--- src/rtl/post_seq_pkg.sv ---
package post_seq_pkg;

  localparam int NumTests = 4;

  typedef enum logic [3:0] {
    S_ALIVE, S_ALIVE_W, S_START, S_WAIT, S_NVCODE, S_HALT,
    S_GAME, S_GAMECODE, S_HOLD, S_RUN
  } seqState_t;

  typedef enum logic [1:0] {B_IDLE, B_GAP, B_ON, B_OFF} blinkPhase_t;

  typedef struct packed {
    logic       blinkGo;
    logic [2:0] blinkCount;
    logic       useGap;
    logic       elapsedGo;
    logic       latchGame;
    logic       nvFail;
    logic       runSet;
  } ctrlStrobe_t;

endpackage

--- src/rtl/post_blink_gen.sv ---
module post_blink_gen #(
  parameter int ON_TICKS  = 4,
  parameter int OFF_TICKS = 4,
  parameter int GAP_TICKS = 8
) (
  input  logic       clk,
  input  logic       rstN,
  input  logic       go,
  input  logic [2:0] count,
  input  logic       useGap,
  output logic       led,
  output logic       busy
);
  import post_seq_pkg::*;

  localparam int MaxOnOff = (ON_TICKS > OFF_TICKS) ? ON_TICKS : OFF_TICKS;
  localparam int MaxT     = (MaxOnOff > GAP_TICKS) ? MaxOnOff : GAP_TICKS;
  localparam int TW       = $clog2(MaxT + 1);

  blinkPhase_t phase;
  logic [TW-1:0] tmr;
  logic [2:0]    remain;

  always_ff @(posedge clk) begin
    if (!rstN) begin
      phase  <= B_IDLE;
      tmr    <= '0;
      remain <= '0;
    end else if (go) begin
      remain <= count;
      if (useGap) begin
        phase <= B_GAP;
        tmr   <= TW'(GAP_TICKS - 1);
      end else begin
        phase <= B_ON;
        tmr   <= TW'(ON_TICKS - 1);
      end
    end else begin
      case (phase)
        B_GAP: begin
          if (tmr == '0) begin
            phase <= B_ON;
            tmr   <= TW'(ON_TICKS - 1);
          end else tmr <= tmr - 1'b1;
        end
        B_ON: begin
          if (tmr == '0) begin
            phase  <= B_OFF;
            tmr    <= TW'(OFF_TICKS - 1);
            remain <= remain - 3'd1;
          end else tmr <= tmr - 1'b1;
        end
        B_OFF: begin
          if (tmr == '0) begin
            if (remain == '0) phase <= B_IDLE;
            else begin
              phase <= B_ON;
              tmr   <= TW'(ON_TICKS - 1);
            end
          end else tmr <= tmr - 1'b1;
        end
        default: phase <= B_IDLE;
      endcase
    end
  end

  assign led  = (phase == B_ON);
  assign busy = (phase != B_IDLE);

endmodule

--- src/rtl/post_datapath.sv ---
module post_datapath #(
  parameter int ON_TICKS    = 4,
  parameter int OFF_TICKS   = 4,
  parameter int GAP_TICKS   = 8,
  parameter int TOTAL_TICKS = 64,
  parameter int GAME_W      = 4
) (
  input  logic                     clk,
  input  logic                     rstN,
  input  post_seq_pkg::ctrlStrobe_t stb,
  input  logic [GAME_W-1:0]        gameSel,
  input  logic [(1<<GAME_W)-1:0]   gameMask,
  input  logic                     nvPrevFail,
  output logic                     led,
  output logic                     blinkBusy,
  output logic                     gameOk,
  output logic                     elapsedDone,
  output logic                     runEn,
  output logic                     limitedMode,
  output logic                     nvRecompute,
  output logic                     hardFault,
  output logic                     nvFailNow,
  output logic [3:0]               dispTens,
  output logic [3:0]               dispOnes
);
  localparam int EW = $clog2(TOTAL_TICKS + 1);

  logic [EW-1:0] elapsed;
  logic          elapsedRun;
  logic [3:0]    gameTens, gameOnes;

  post_blink_gen #(
    .ON_TICKS(ON_TICKS), .OFF_TICKS(OFF_TICKS), .GAP_TICKS(GAP_TICKS)
  ) uBlink (
    .clk(clk), .rstN(rstN), .go(stb.blinkGo), .count(stb.blinkCount),
    .useGap(stb.useGap), .led(led), .busy(blinkBusy)
  );

  assign gameOk      = gameMask[gameSel];
  assign gameTens    = 4'(int'(gameSel) / 10);
  assign gameOnes    = 4'(int'(gameSel) % 10);
  assign elapsedDone = elapsedRun && (elapsed == EW'(TOTAL_TICKS));

  always_ff @(posedge clk) begin
    if (!rstN) begin
      elapsed    <= '0;
      elapsedRun <= 1'b0;
    end else begin
      if (stb.elapsedGo) elapsedRun <= 1'b1;
      if (elapsedRun && elapsed != EW'(TOTAL_TICKS)) elapsed <= elapsed + 1'b1;
    end
  end

  always_ff @(posedge clk) begin
    if (!rstN) begin
      runEn       <= 1'b0;
      limitedMode <= 1'b0;
      nvRecompute <= 1'b0;
      hardFault   <= 1'b0;
      nvFailNow   <= 1'b0;
      dispTens    <= 4'hF;
      dispOnes    <= 4'hF;
    end else begin
      nvRecompute <= stb.nvFail;
      if (stb.nvFail) begin
        nvFailNow <= 1'b1;
        hardFault <= nvPrevFail;
      end
      if (stb.latchGame) begin
        if (gameOk) begin
          dispTens    <= gameTens;
          dispOnes    <= gameOnes;
          limitedMode <= 1'b0;
        end else begin
          dispTens    <= 4'd9;
          dispOnes    <= 4'd9;
          limitedMode <= 1'b1;
        end
      end
      if (stb.runSet) runEn <= 1'b1;
    end
  end

endmodule

--- src/rtl/post_ctrl.sv ---
module post_ctrl (
  input  logic                      clk,
  input  logic                      rstN,
  input  logic [3:0]                testDone,
  input  logic [3:0]                testPass,
  input  logic                      blinkBusy,
  input  logic                      gameOk,
  input  logic                      elapsedDone,
  output logic [3:0]                testStart,
  output post_seq_pkg::ctrlStrobe_t stb
);
  import post_seq_pkg::*;

  localparam logic [1:0] NvIdx   = 2'd2;
  localparam logic [1:0] LastIdx = 2'(NumTests - 1);

  seqState_t state, nxt;
  logic [1:0] idx, idxNxt;

  always_ff @(posedge clk) begin
    if (!rstN) begin
      state <= S_ALIVE;
      idx   <= '0;
    end else begin
      state <= nxt;
      idx   <= idxNxt;
    end
  end

  always_comb begin
    nxt       = state;
    idxNxt    = idx;
    stb       = '0;
    testStart = '0;
    case (state)
      S_ALIVE: begin
        stb.blinkGo    = 1'b1;
        stb.blinkCount = 3'd1;
        nxt            = S_ALIVE_W;
      end
      S_ALIVE_W: if (!blinkBusy) begin
        stb.elapsedGo = 1'b1;
        idxNxt        = '0;
        nxt           = S_START;
      end
      S_START: begin
        testStart[idx] = 1'b1;
        nxt            = S_WAIT;
      end
      S_WAIT: if (testDone[idx]) begin
        if (testPass[idx]) begin
          if (idx == LastIdx) nxt = S_GAME;
          else begin
            idxNxt = 2'(idx + 2'd1);
            nxt    = S_START;
          end
        end else begin
          stb.blinkGo    = 1'b1;
          stb.useGap     = 1'b1;
          stb.blinkCount = 3'({1'b0, idx} + 3'd1);
          if (idx == NvIdx) begin
            stb.nvFail = 1'b1;
            nxt        = S_NVCODE;
          end else nxt = S_HALT;
        end
      end
      S_NVCODE: if (!blinkBusy) begin
        idxNxt = 2'(idx + 2'd1);
        nxt    = S_START;
      end
      S_GAME: begin
        stb.latchGame = 1'b1;
        if (gameOk) nxt = S_HOLD;
        else begin
          stb.blinkGo    = 1'b1;
          stb.useGap     = 1'b1;
          stb.blinkCount = 3'd5;
          nxt            = S_GAMECODE;
        end
      end
      S_GAMECODE: if (!blinkBusy) nxt = S_HOLD;
      S_HOLD: if (elapsedDone) begin
        stb.runSet = 1'b1;
        nxt        = S_RUN;
      end
      S_HALT, S_RUN: nxt = state;
      default: nxt = S_ALIVE;
    endcase
  end

endmodule

--- src/rtl/post_blink_seq.sv ---
module post_blink_seq #(
  parameter int ON_TICKS    = 819200,
  parameter int OFF_TICKS   = 819200,
  parameter int GAP_TICKS   = 1638400,
  parameter int TOTAL_TICKS = 19660800,
  parameter int GAME_W      = 4
) (
  input  logic                   clk,
  input  logic                   rstN,
  input  logic [3:0]             testDone,
  input  logic [3:0]             testPass,
  input  logic [GAME_W-1:0]      gameSel,
  input  logic [(1<<GAME_W)-1:0] gameMask,
  input  logic                   nvPrevFail,
  output logic [3:0]             testStart,
  output logic                   led,
  output logic                   runEn,
  output logic                   limitedMode,
  output logic                   nvRecompute,
  output logic                   hardFault,
  output logic                   nvFailNow,
  output logic [3:0]             dispTens,
  output logic [3:0]             dispOnes
);
  import post_seq_pkg::*;

  ctrlStrobe_t stb;
  logic blinkBusy, gameOk, elapsedDone;

  post_ctrl uCtrl (
    .clk(clk), .rstN(rstN), .testDone(testDone), .testPass(testPass),
    .blinkBusy(blinkBusy), .gameOk(gameOk), .elapsedDone(elapsedDone),
    .testStart(testStart), .stb(stb)
  );

  post_datapath #(
    .ON_TICKS(ON_TICKS), .OFF_TICKS(OFF_TICKS), .GAP_TICKS(GAP_TICKS),
    .TOTAL_TICKS(TOTAL_TICKS), .GAME_W(GAME_W)
  ) uDp (
    .clk(clk), .rstN(rstN), .stb(stb), .gameSel(gameSel), .gameMask(gameMask),
    .nvPrevFail(nvPrevFail), .led(led), .blinkBusy(blinkBusy), .gameOk(gameOk),
    .elapsedDone(elapsedDone), .runEn(runEn), .limitedMode(limitedMode),
    .nvRecompute(nvRecompute), .hardFault(hardFault), .nvFailNow(nvFailNow),
    .dispTens(dispTens), .dispOnes(dispOnes)
  );

endmodule

--- config.mk ---
export PLATFORM = sky130hd
export DESIGN_NAME = post_blink_seq
export DESIGN_NICKNAME = d
export VERILOG_FILES = /design/src/rtl/post_seq_pkg.sv /design/src/rtl/post_blink_gen.sv /design/src/rtl/post_datapath.sv /design/src/rtl/post_ctrl.sv /design/src/rtl/post_blink_seq.sv
export SDC_FILE = /design/constraint.sdc
export NUM_CORES = 1
export LEC_CHECK = 0
export BUFFER_PORTS_ARGS = -buffer_cell sky130_fd_sc_hd__buf_2
export CAP_MARGIN = 20
export CORE_ASPECT_RATIO = 1.4
export CORE_UTILIZATION = 44
export CTS_BUF_LIST = sky130_fd_sc_hd__clkbuf_4 sky130_fd_sc_hd__clkbuf_8 sky130_fd_sc_hd__clkbuf_16
export CTS_CLUSTER_SIZE = 12
export DETAILED_ROUTE_END_ITERATION = 16
export PLACE_DENSITY = 0.63
export SYNTH_ARGS = -nofsm -noshare
export SYNTH_HDL_FRONTEND = slang
export SYNTH_SLANG_ARGS = --single-unit
--- constraint.sdc ---
create_clock -name clk -period 3.8 [get_ports clk]
set_clock_uncertainty 0.2 [all_clocks]
set_input_delay 0.76 -clock clk [delete_from_list [all_inputs] [get_ports clk]]
set_output_delay 0.76 -clock clk [all_outputs]
set_load 0.05 [all_outputs]
* Yosys cells after proc, flatten, opt, wreduce, memory -nomap -nowiden
Cells that the tools add are included.
Word-level totals: register bits 71, input port bits 31, logic and storage cells 129, memory bits (read-only) 0, bits in writable memories 0, output and inout port bits 18, memories 0, bits in latches 0
Operators by class: mux-type cells 57, shifts and indexed selects 0, eq/ne operators 28, order comparisons 3, divide/modulo/power cells 2, multipliers 0, reductions and logical operators 19, bitwise logic cells 1, $add $sub $neg 5
Operator list (count):
- $mux W21 | 5
- $pmux W21 S2 | 1
- $div A5 B5 Y32 const B | 1
- $mod A5 B5 Y32 const B | 1
- $mux W4 | 8
- $pmux W4 S8 | 1
- $add A25 B1 Y25 const B | 1
- $eq A25 B25 Y1 const B | 1
- $ne A25 B25 Y1 const B | 1
- $mux W2 | 11
- $logic_not A21 Y1 | 1
- $sub A21 B1 Y21 const B | 1
- $eq A4 B3 Y1 const B | 4
- $mux W1 | 15
- $mux W3 | 5
- $mux W5 | 3
- $ne A2 B2 Y1 const B | 6
- $pmux W2 S3 | 2
- $pmux W4 S3 | 1
- $eq A2 B2 Y1 const B | 4
- $eq A4 B2 Y1 const B | 2
- $eq A4 B4 Y1 const B | 2
- $ne A3 B3 Y1 const B | 2
- $reduce_and A6 Y1 | 1
- other kinds (25) | 35

* Depth between registers and ports, before layout
Gate-level depths: netlist of the first run.
word-level depth 7, depth in mapped cells 9, mapped depth without buffers 8

* Hierarchy
Synthesis of the first run repeated with hierarchy kept, for this count alone.
Unflattened totals: cells, all modules 489, area, all modules 4344.2 sq um
By module, submodules not included:
- post_datapath | cells an instance 217, times used 1, sequential area each 760.7 sq um, area an instance 2053.2 sq um
- post_blink_gen | cells an instance 173, times used 1, sequential area each 520.5 sq um, area an instance 1542.7 sq um
- post_ctrl | cells an instance 99, times used 1, sequential area each 120.1 sq um, area an instance 748.2 sq um

* Worst setup path before layout of the first run
No wires, ideal clock.
kind input to register, from in gameSel[0], to reg uDp.uBlink.tmr[10], required time 3480 ps, setup time 120 ps, stages on the path 8, data arrival time 2895 ps, buffers on the path 2, setup slack 586 ps, cell sequence buf_4 mux2i_1 mux4_2 a22o_1 or4_1 clkbuf_2 and4_4 o31a_1
Between the ends: longest elaborated chain between the ends 6, elaborated cells on any way between the ends 8, those cells by class eq/ne: 1; mux: 5; reduce/logical: 2
RTL lines:
- start: declaration | RTL line post_blink_seq.sv:12 | input logic [GAME_W-1:0] gameSel,
- $bmux W1 S4 * | RTL line post_datapath.sv:39 | assign gameOk = gameMask[gameSel];
- $mux W1 (implied by the code) * | RTL line post_datapath.sv:39
- $mux W5 * | RTL line post_ctrl.sv:73 | if (gameOk) nxt = S_HOLD;
- $pmux W4 S3 * | RTL line post_ctrl.sv:35 | case (state)
- $ne A4 B4 Y1 (no source line) / $reduce_bool A3 Y1 (equally long branches)
- $reduce_and A2 Y1 (no source line)
- end signal: assignment | RTL line post_blink_gen.sv:51 | end else tmr <= tmr - 1'b1;
- end signal: assignment | RTL line post_blink_gen.sv:58 | tmr <= TW'(ON_TICKS - 1);
- end signal: assignment | RTL line post_blink_gen.sv:60 | end else tmr <= tmr - 1'b1;
- end: declaration | RTL line post_blink_gen.sv:21 | logic [TW-1:0] tmr;
Mark *: on every way between the ends. The rest lies on a longest branch, timed or not. The select of a mux whose other input is x is not followed. A chain may end at the register's enable or synchronous reset.

* Worst setup path in the final report of the first run
from reg uDp.uBlink.tmr[12], to reg uDp.uBlink.tmr[10]
Between the ends: longest elaborated chain between the ends 4, elaborated cells on any way between the ends 7, those cells by class eq/ne: 1; mux: 4; reduce/logical: 2
RTL lines:
- start signal: assignment | RTL line post_blink_gen.sv:33 | tmr <= TW'(GAP_TICKS - 1);
- start signal: assignment | RTL line post_blink_gen.sv:36 | tmr <= TW'(ON_TICKS - 1);
- start signal: assignment | RTL line post_blink_gen.sv:43 | tmr <= TW'(ON_TICKS - 1);
- $logic_not A21 Y1 * | RTL line post_blink_gen.sv:41, post_blink_gen.sv:47, post_blink_gen.sv:54
- $mux W21 (on tied branches) | RTL line post_blink_gen.sv:54, post_blink_gen.sv:41, post_blink_gen.sv:47
- $pmux W21 S2 | RTL line post_blink_gen.sv:39 | case (phase)
- $mux W21 | RTL line post_blink_gen.sv:29 | end else if (go) begin
Mark *: on every way between the ends. The rest lies on a longest branch, timed or not.

==> results of run 1 <==
## cell usage after synthesis (all sizes together) (12+ instances only)
library cell / count / area, µm²
a21oi: 28 / 143.9
a31oi: 17 / 106.4
clkbuf: 22 / 83.83
dfxtp: 70 / 1401
ha: 15 / 187.7
inv: 19 / 71.32
mux2i: 13 / 130.1
nand2: 32 / 120.1
nand3: 19 / 95.09
nor2: 47 / 176.4
o21ai: 34 / 170.2
or3: 21 / 136.4
xor2: 12 / 105.1
## critical path, delay by kind of cell (launching register included)
family | cells | cell delay (ns)
flip-flops | 1 | 0.35
AND/OR/NAND/NOR | 4 | 2.09
AO/OA/AOI/OAI | 2 | 0.50
## stage by stage
step | power [mW] | area (µm²) | setup WS, ns
6_report | 2.965 | 4778 | 0.5511
5_1_grt | 3.155 | 4778 | 0.4829
4_1_cts | 2.983 | 4778 | 0.5786
3_5_place_dp | 2.039 | 4444 | 0.3595
3_3_place_gp | 2.015 | 4444 | 0.4182
2_1_floorplan | 1.732 | 4058 | 0.5858
## kinds of logic (layout without fill, tap and decap cells)
kind of cell | Yosys count | after routing | share of synthesized area, %
adders and majority gates | 15 | 15 | 4.625
DFF | 70 | 70 | 34.54
muxes | 17 | 17 | 5.427
xor gates and xnor gates | 21 | 21 | 4.533
buffers and inverters | 46 | 96 | 4.533
and+or+nand+nor | 204 | 204 | 28.03
AOI/OAI and AO/OA | 120 | 120 | 18.32
## per-layer routing
layer  routed length (µm)  up-vias
li1                     -     1916
met1                 3877     1825
met2                 5679       58
met3                  254       23
met4                  317        0
met5                    0        -
## power groups by stage
| stage | logic (mW) | clock network, mW | registers, mW |
|---|---|---|---|
| detailed placement | 1.07 | 0 | 0.970 |
| global route | 1.20 | 0.982 | 0.976 |
| global placement | 1.05 | 0 | 0.964 |
| floorplan | 0.785 | 0 | 0.947 |
| finish | 1.08 | 0.934 | 0.956 |
| CTS | 1.08 | 0.952 | 0.955 |
## worst max-delay path by stage
stage                               endpoint                from  cells after the start
final                     uDp.uBlink.tmr[10]  uDp.uBlink.tmr[12]                      6
after global routing      uDp.uBlink.tmr[10]  uDp.uBlink.tmr[12]                      6
after CTS                 uDp.uBlink.tmr[10]  uDp.uBlink.tmr[12]                      6
after detailed placement  uDp.uBlink.tmr[10]          gameSel[0]                      7
after global placement    uDp.uBlink.tmr[10]          gameSel[0]                      7
after floorplan           uDp.uBlink.tmr[10]          gameSel[0]                      8
## final cells by class
class	count	area [µm²]
clock inverters	5	81.33
fillers	841	4199
clock buffers	11	252.7
well taps	107	133.9
inverters	20	75.07
multi-input cells	377	2479
flip-flops and latches	70	1401
repair buffers	60	355.3
## registers in the layout, indices dropped and copies added (netlist names)
signal             cells
uDp.nvRecompute        1
uDp.elapsedRun         1
uDp.limitedMode        1
uDp.nvFailNow          1
uCtrl.state            4
uDp.uBlink.phase       2
uDp.uBlink.tmr        21
uDp.hardFault          1
uDp.uBlink.remain      3
uDp.elapsed           25
uDp.runEn              1
uDp.dispTens           3
uCtrl.idx              2
uDp.dispOnes           4
==> out/results.tsv, run 1 <==
metric	value	unit
status	finished, final reports clean	
synthToLayoutAreaGrowth	17.76	%
fin_nets	584	
hold_buffers	0	
htree_levels	3	
end_kind	register	
ys_seq_elements	70	
drt-total-wl	10130	µm
hold_viol	0	
critPathArrivalTime	3.28	ns
setup_viol	0	
ctsResizeCount	0	
min-delay-start	uDp.dispOnes[2]	
gp_congestion	0.8312	
use_met2	43.66	%
final_cell_mix	70 x dfxtp_1, 48 x buf_2, 47 x nor2_1	
layout_commonest_cell	dfxtp_1	
start_util	45.20	%
maxSlewHeadroom	51.01	%
synth_cell_types	62	
tns	0	ns
drt_iter0_drc	127	
cts_setup_buffers	0	
postSynthCellCount	493	
stdcell_count	650	
swShare	36.82	%
slowest_delay	0.71	ns
drtPass1Iterations	4	
critical_path.cell_chain	or4_1 > nor4_4 > a31oi_1 > or4_1 > and4_4 > o31a_1	
hold_slack	0.2562	ns
cts_buffer_depth	2	
grt-busiest-layer	met2	
place_inst	634	
cp_max_fo	8	
grt_max_degree	47	
crit_path_top_delay_cell	or4_1	
synth_edf_count	0	
cp-start-kind	register	
p_seq_share	32.2	%
clk_pin_slew	0.06	ns
syn_area_per_cell	8.231	µm²
peakVddDrop	0.0004063	V
clock.fmax	307.8	MHz
cts-root-buf	clkbuf_16	
fin_util	53.23	%
rows	41	
pwr-share-comb	36.3	%
insertion_delay	0.34	ns
gr-usage-met1	21.46	%
ys_seq_area_share	34.54	%
grt_pass1_vias	3767	
crit_type	register to register	
antenna_found_initial	0	
p_per_area	620.5	mW/mm²
worstHoldEndpoint	uDp.dispOnes[2]	
rsz0062_at_grt	false	
hpwl	7414	µm
hold_depth	1	
use_met3	3.846	%
grt_usage	22.10	%
worstRegToRegCells	6	
diodes	0	
wl_per_cell	15.58	µm
finalCriticalPeriod	3.249	ns
finalCritPeriodShare	85.50	%
worstPathRequired	3.83	ns
vias_per_cell	5.880	
drv_cap	0	
cts_tree	built	
io_pins	49	
drc	0	
async_flop_share	0	%
die_h	115.6	µm
timing.rr.end	uDp.uBlink.tmr[10]	
cts_buffers	9	
clock_power_share	31.5	%
slew_violations	0	
overflow	0	
tightest_slew	0.7281	ns
antenna_left	0	
min_path_type	register to register	
grt_pass1_wl	17040	µm
routed-via-count	3822	
synth_flop_cell	dfxtp_1	
core	0.008977	mm²
p_leak	1.791	nW
die_area	0.009615	mm²
syn_area	0.004058	mm²
crit_top_cell	or4_1	
timing.rr.start	uDp.uBlink.tmr[12]	
cts.sinks	70	
yosysWarningCount	0	
reg2reg_slack	0.55	ns
p_sw	1.092	mW
synth.net_count	539	
die_x	83.16	µm
p_int	1.873	mW
port-buffer-count	48	
drive_gt1_share	17.86	%
Power figures use the tool's default switching activity.
==> inputs of run 2 (changes only) <==
--- a/config.mk
+++ b/config.mk
@@ -12,7 +12,7 @@
 export CTS_BUF_LIST = sky130_fd_sc_hd__clkbuf_4 sky130_fd_sc_hd__clkbuf_8 sky130_fd_sc_hd__clkbuf_16
 export CTS_CLUSTER_SIZE = 12
 export DETAILED_ROUTE_END_ITERATION = 16
-export PLACE_DENSITY = 0.63
+export PLACE_DENSITY_LB_ADDON = 0.12
 export SYNTH_ARGS = -nofsm -noshare
 export SYNTH_HDL_FRONTEND = slang
 export SYNTH_SLANG_ARGS = --single-unit
==> constraint.sdc (replaced) <==
create_clock -name clk -period 3.8 [get_ports clk]
set_clock_uncertainty 0.2 [all_clocks]
set_input_delay 0.76 -clock clk [delete_from_list [all_inputs] [get_ports clk]]
set_output_delay 0.76 -clock clk [all_outputs]
set_load 0.01 [all_outputs]
==> run 2 against run 1 <==
Effect of this change: combinational power down 5%; die area unchanged; via count down 1.3%; critical path depth unchanged; count of clock-buffer cells in the layout down 2; worst hold slack worse by 0.0024 ns; non-clock buffer count unchanged; total power down 0.51%; highest routed layer unchanged; sequential power up 0.7%; setup slack better by 0.011 ns.
==> out/results.tsv, run 2 (same netlist as run 1, synthesis figures left out) <==
metric	value	unit	change
status	finished, final reports clean		unchanged
tns	0	ns	unchanged
setup_viol	0		unchanged
die_h	115.6	µm	unchanged
cts_tree	built		unchanged
antenna_found_initial	0		unchanged
die_area	0.009615	mm²	unchanged
slowest_delay	0.71	ns	about the same
gp_congestion	0.8166		was 0.8312
hold_buffers	0		unchanged
crit_type	register to register		unchanged
critical_path.cell_chain	or4_1 > nor4_4 > a31oi_1 > or4_1 > and4_4 > o31a_1		unchanged
largestRegisters	uDp.elapsed: 25 flops, uDp.uBlink.tmr: 21 flops		unchanged
crit_cells	6		unchanged
largest_register_ffs	25		unchanged
hpwl	7436	µm	was 7414 µm
drt_iter0_drc	137		was 127
grt_usage	22.21	%	was 22.10%
timing.final.ws_setup	0.5617	ns	was 0.5511 ns
pre_cts_ws	0.3444	ns	was 0.3595 ns
finalCriticalPeriod	3.238	ns	was 3.249 ns
critPathBufInv	0		unchanged
cts_setup_buffers	0		unchanged
reg2reg_slack	0.56	ns	was 0.55 ns
antenna_left	0		unchanged
end_kind	register		unchanged
start_util	45.20	%	unchanged
worstRegToRegCells	6		unchanged
rows	41		unchanged
fin_nets	584		unchanged
cts-root-buf	clkbuf_16		unchanged
cts_buffer_depth	2		unchanged
grt_pass1_wl	17010	µm	was 17,040 µm
drtPass1Iterations	4		unchanged
min_path_type	register to register		unchanged
cp_max_fo	8		unchanged
drt-total-wl	10190	µm	was 10,130 µm
io_pins	49		unchanged
diodes	0		unchanged
die_x	83.16	µm	unchanged
insertion_delay	0.34	ns	about the same
layout_commonest_cell	dfxtp_1		unchanged
hold_viol	0		unchanged
clock.fmax	308.8	MHz	was 307.8 MHz
worstPathRequired	3.83	ns	about the same
p_leak	1.787	nW	was 1.791 nW
slew_violations	0		unchanged
drv_cap	0		unchanged
htree_levels	3		unchanged
grt_max_degree	33		was 47
final_cell_mix	70 x dfxtp_1, 48 x buf_2, 47 x nor2_1		unchanged
crit_top_cell	or4_1		unchanged
core	0.008977	mm²	unchanged
fin_util	52.99	%	was 53.23%
peakVddDrop	0.0003505	V	was 0.0004063 V
critPathArrivalTime	3.26	ns	was 3.28 ns
ctsResizeCount	0		unchanged
top_register	uDp.elapsed		unchanged
vias_per_cell	5.806		was 5.880
maxSlewHeadroom	50.06	%	was 51.01%
overflow	0		unchanged
tightest_slew	0.7423	ns	was 0.7281 ns
drive_gt1_share	17.86	%	unchanged
crit_path_top_delay_cell	or4_1		unchanged
p_per_area	620.1	mW/mm²	was 620.5 mW/mm²
cts_buffers	9		unchanged
port-buffer-count	48		unchanged
wl_per_cell	15.68	µm	was 15.58 µm
cts.sinks	70		unchanged
synthToLayoutAreaGrowth	17.24	%	was 17.76%
clk_pin_slew	0.06	ns	about the same
cp-start-kind	register		unchanged
hold_depth	2		was 1
routed-via-count	3774		was 3,822
grt_pass1_vias	3675		was 3,767
drc	0		unchanged
path_delay_family	simple AND/OR/NAND/NOR gates		unchanged
rsz0062_at_grt	false		unchanged
finalCritPeriodShare	85.22	%	was 85.50%
-- run 2: cell types whose count changed in the layout (fill, tap and decap cells not counted) --
cell,delta
buf_4,+2
clkinv_4,-1
clkinv_2,+2
bufinv_16,+1
buf_12,-2
clkbuf_8,-2
-- run 2: cell type report --
class | instances | area, µm²
Timing Repair Buffer | 60 | 330.3
Sequential cell | 70 | 1401
Inverter | 20 | 75.07
Clock inverter | 7 | 112.6
Multi-Input combinational cell | 377 | 2479
Clock buffer | 9 | 225.2
Fill cell | 858 | 4220
Tap cell | 107 | 133.9
-- run 2: worst paths after layout --
check                                          end                from
worst max-delay path            uDp.uBlink.tmr[10]  uDp.uBlink.tmr[12]
worst min-delay path               uDp.limitedMode     uDp.limitedMode
worst max register to register  uDp.uBlink.tmr[10]  uDp.uBlink.tmr[12]
worst min register to register     uDp.limitedMode     uDp.limitedMode
-- run 2: routing by layer --
metal,wire [µm],track usage (%)
met1,4046,22.63
met2,5559,42.62
met3,234,4.843
met5,0,0
met4,349,11.26
-- run 2: through the flow --
stage / power [mW] / hold slack (ns) / cells / instance area, µm²
global placement: 1.973 / 0.2410 / 634 / 4419
detailed placement: 1.994 / 0.2470 / 634 / 4419
CTS: 2.958 / 0.2581 / 650 / 4757
floorplan: 1.695 / 0.2424 / 493 / 4058
finish: 2.950 / 0.2538 / 650 / 4757
global route: 3.140 / 0.2741 / 650 / 4757
-- run 2: tightest hold or removal path, stage by stage, from the launching register on --
cell,delay [ns]
dfxtp_1,0.31
nand2_1,0.05
a21oi_1,0.05
-- run 2: power by group --
group	leakage [nW]	internal, mW	total [mW]	switching, mW
Combinational	1.05	0.400	1.03	0.629
Sequential	0.571	0.848	0.963	0.115
Clock	0.165	0.637	0.957	0.320
Total	1.79	1.89	2.95	1.06
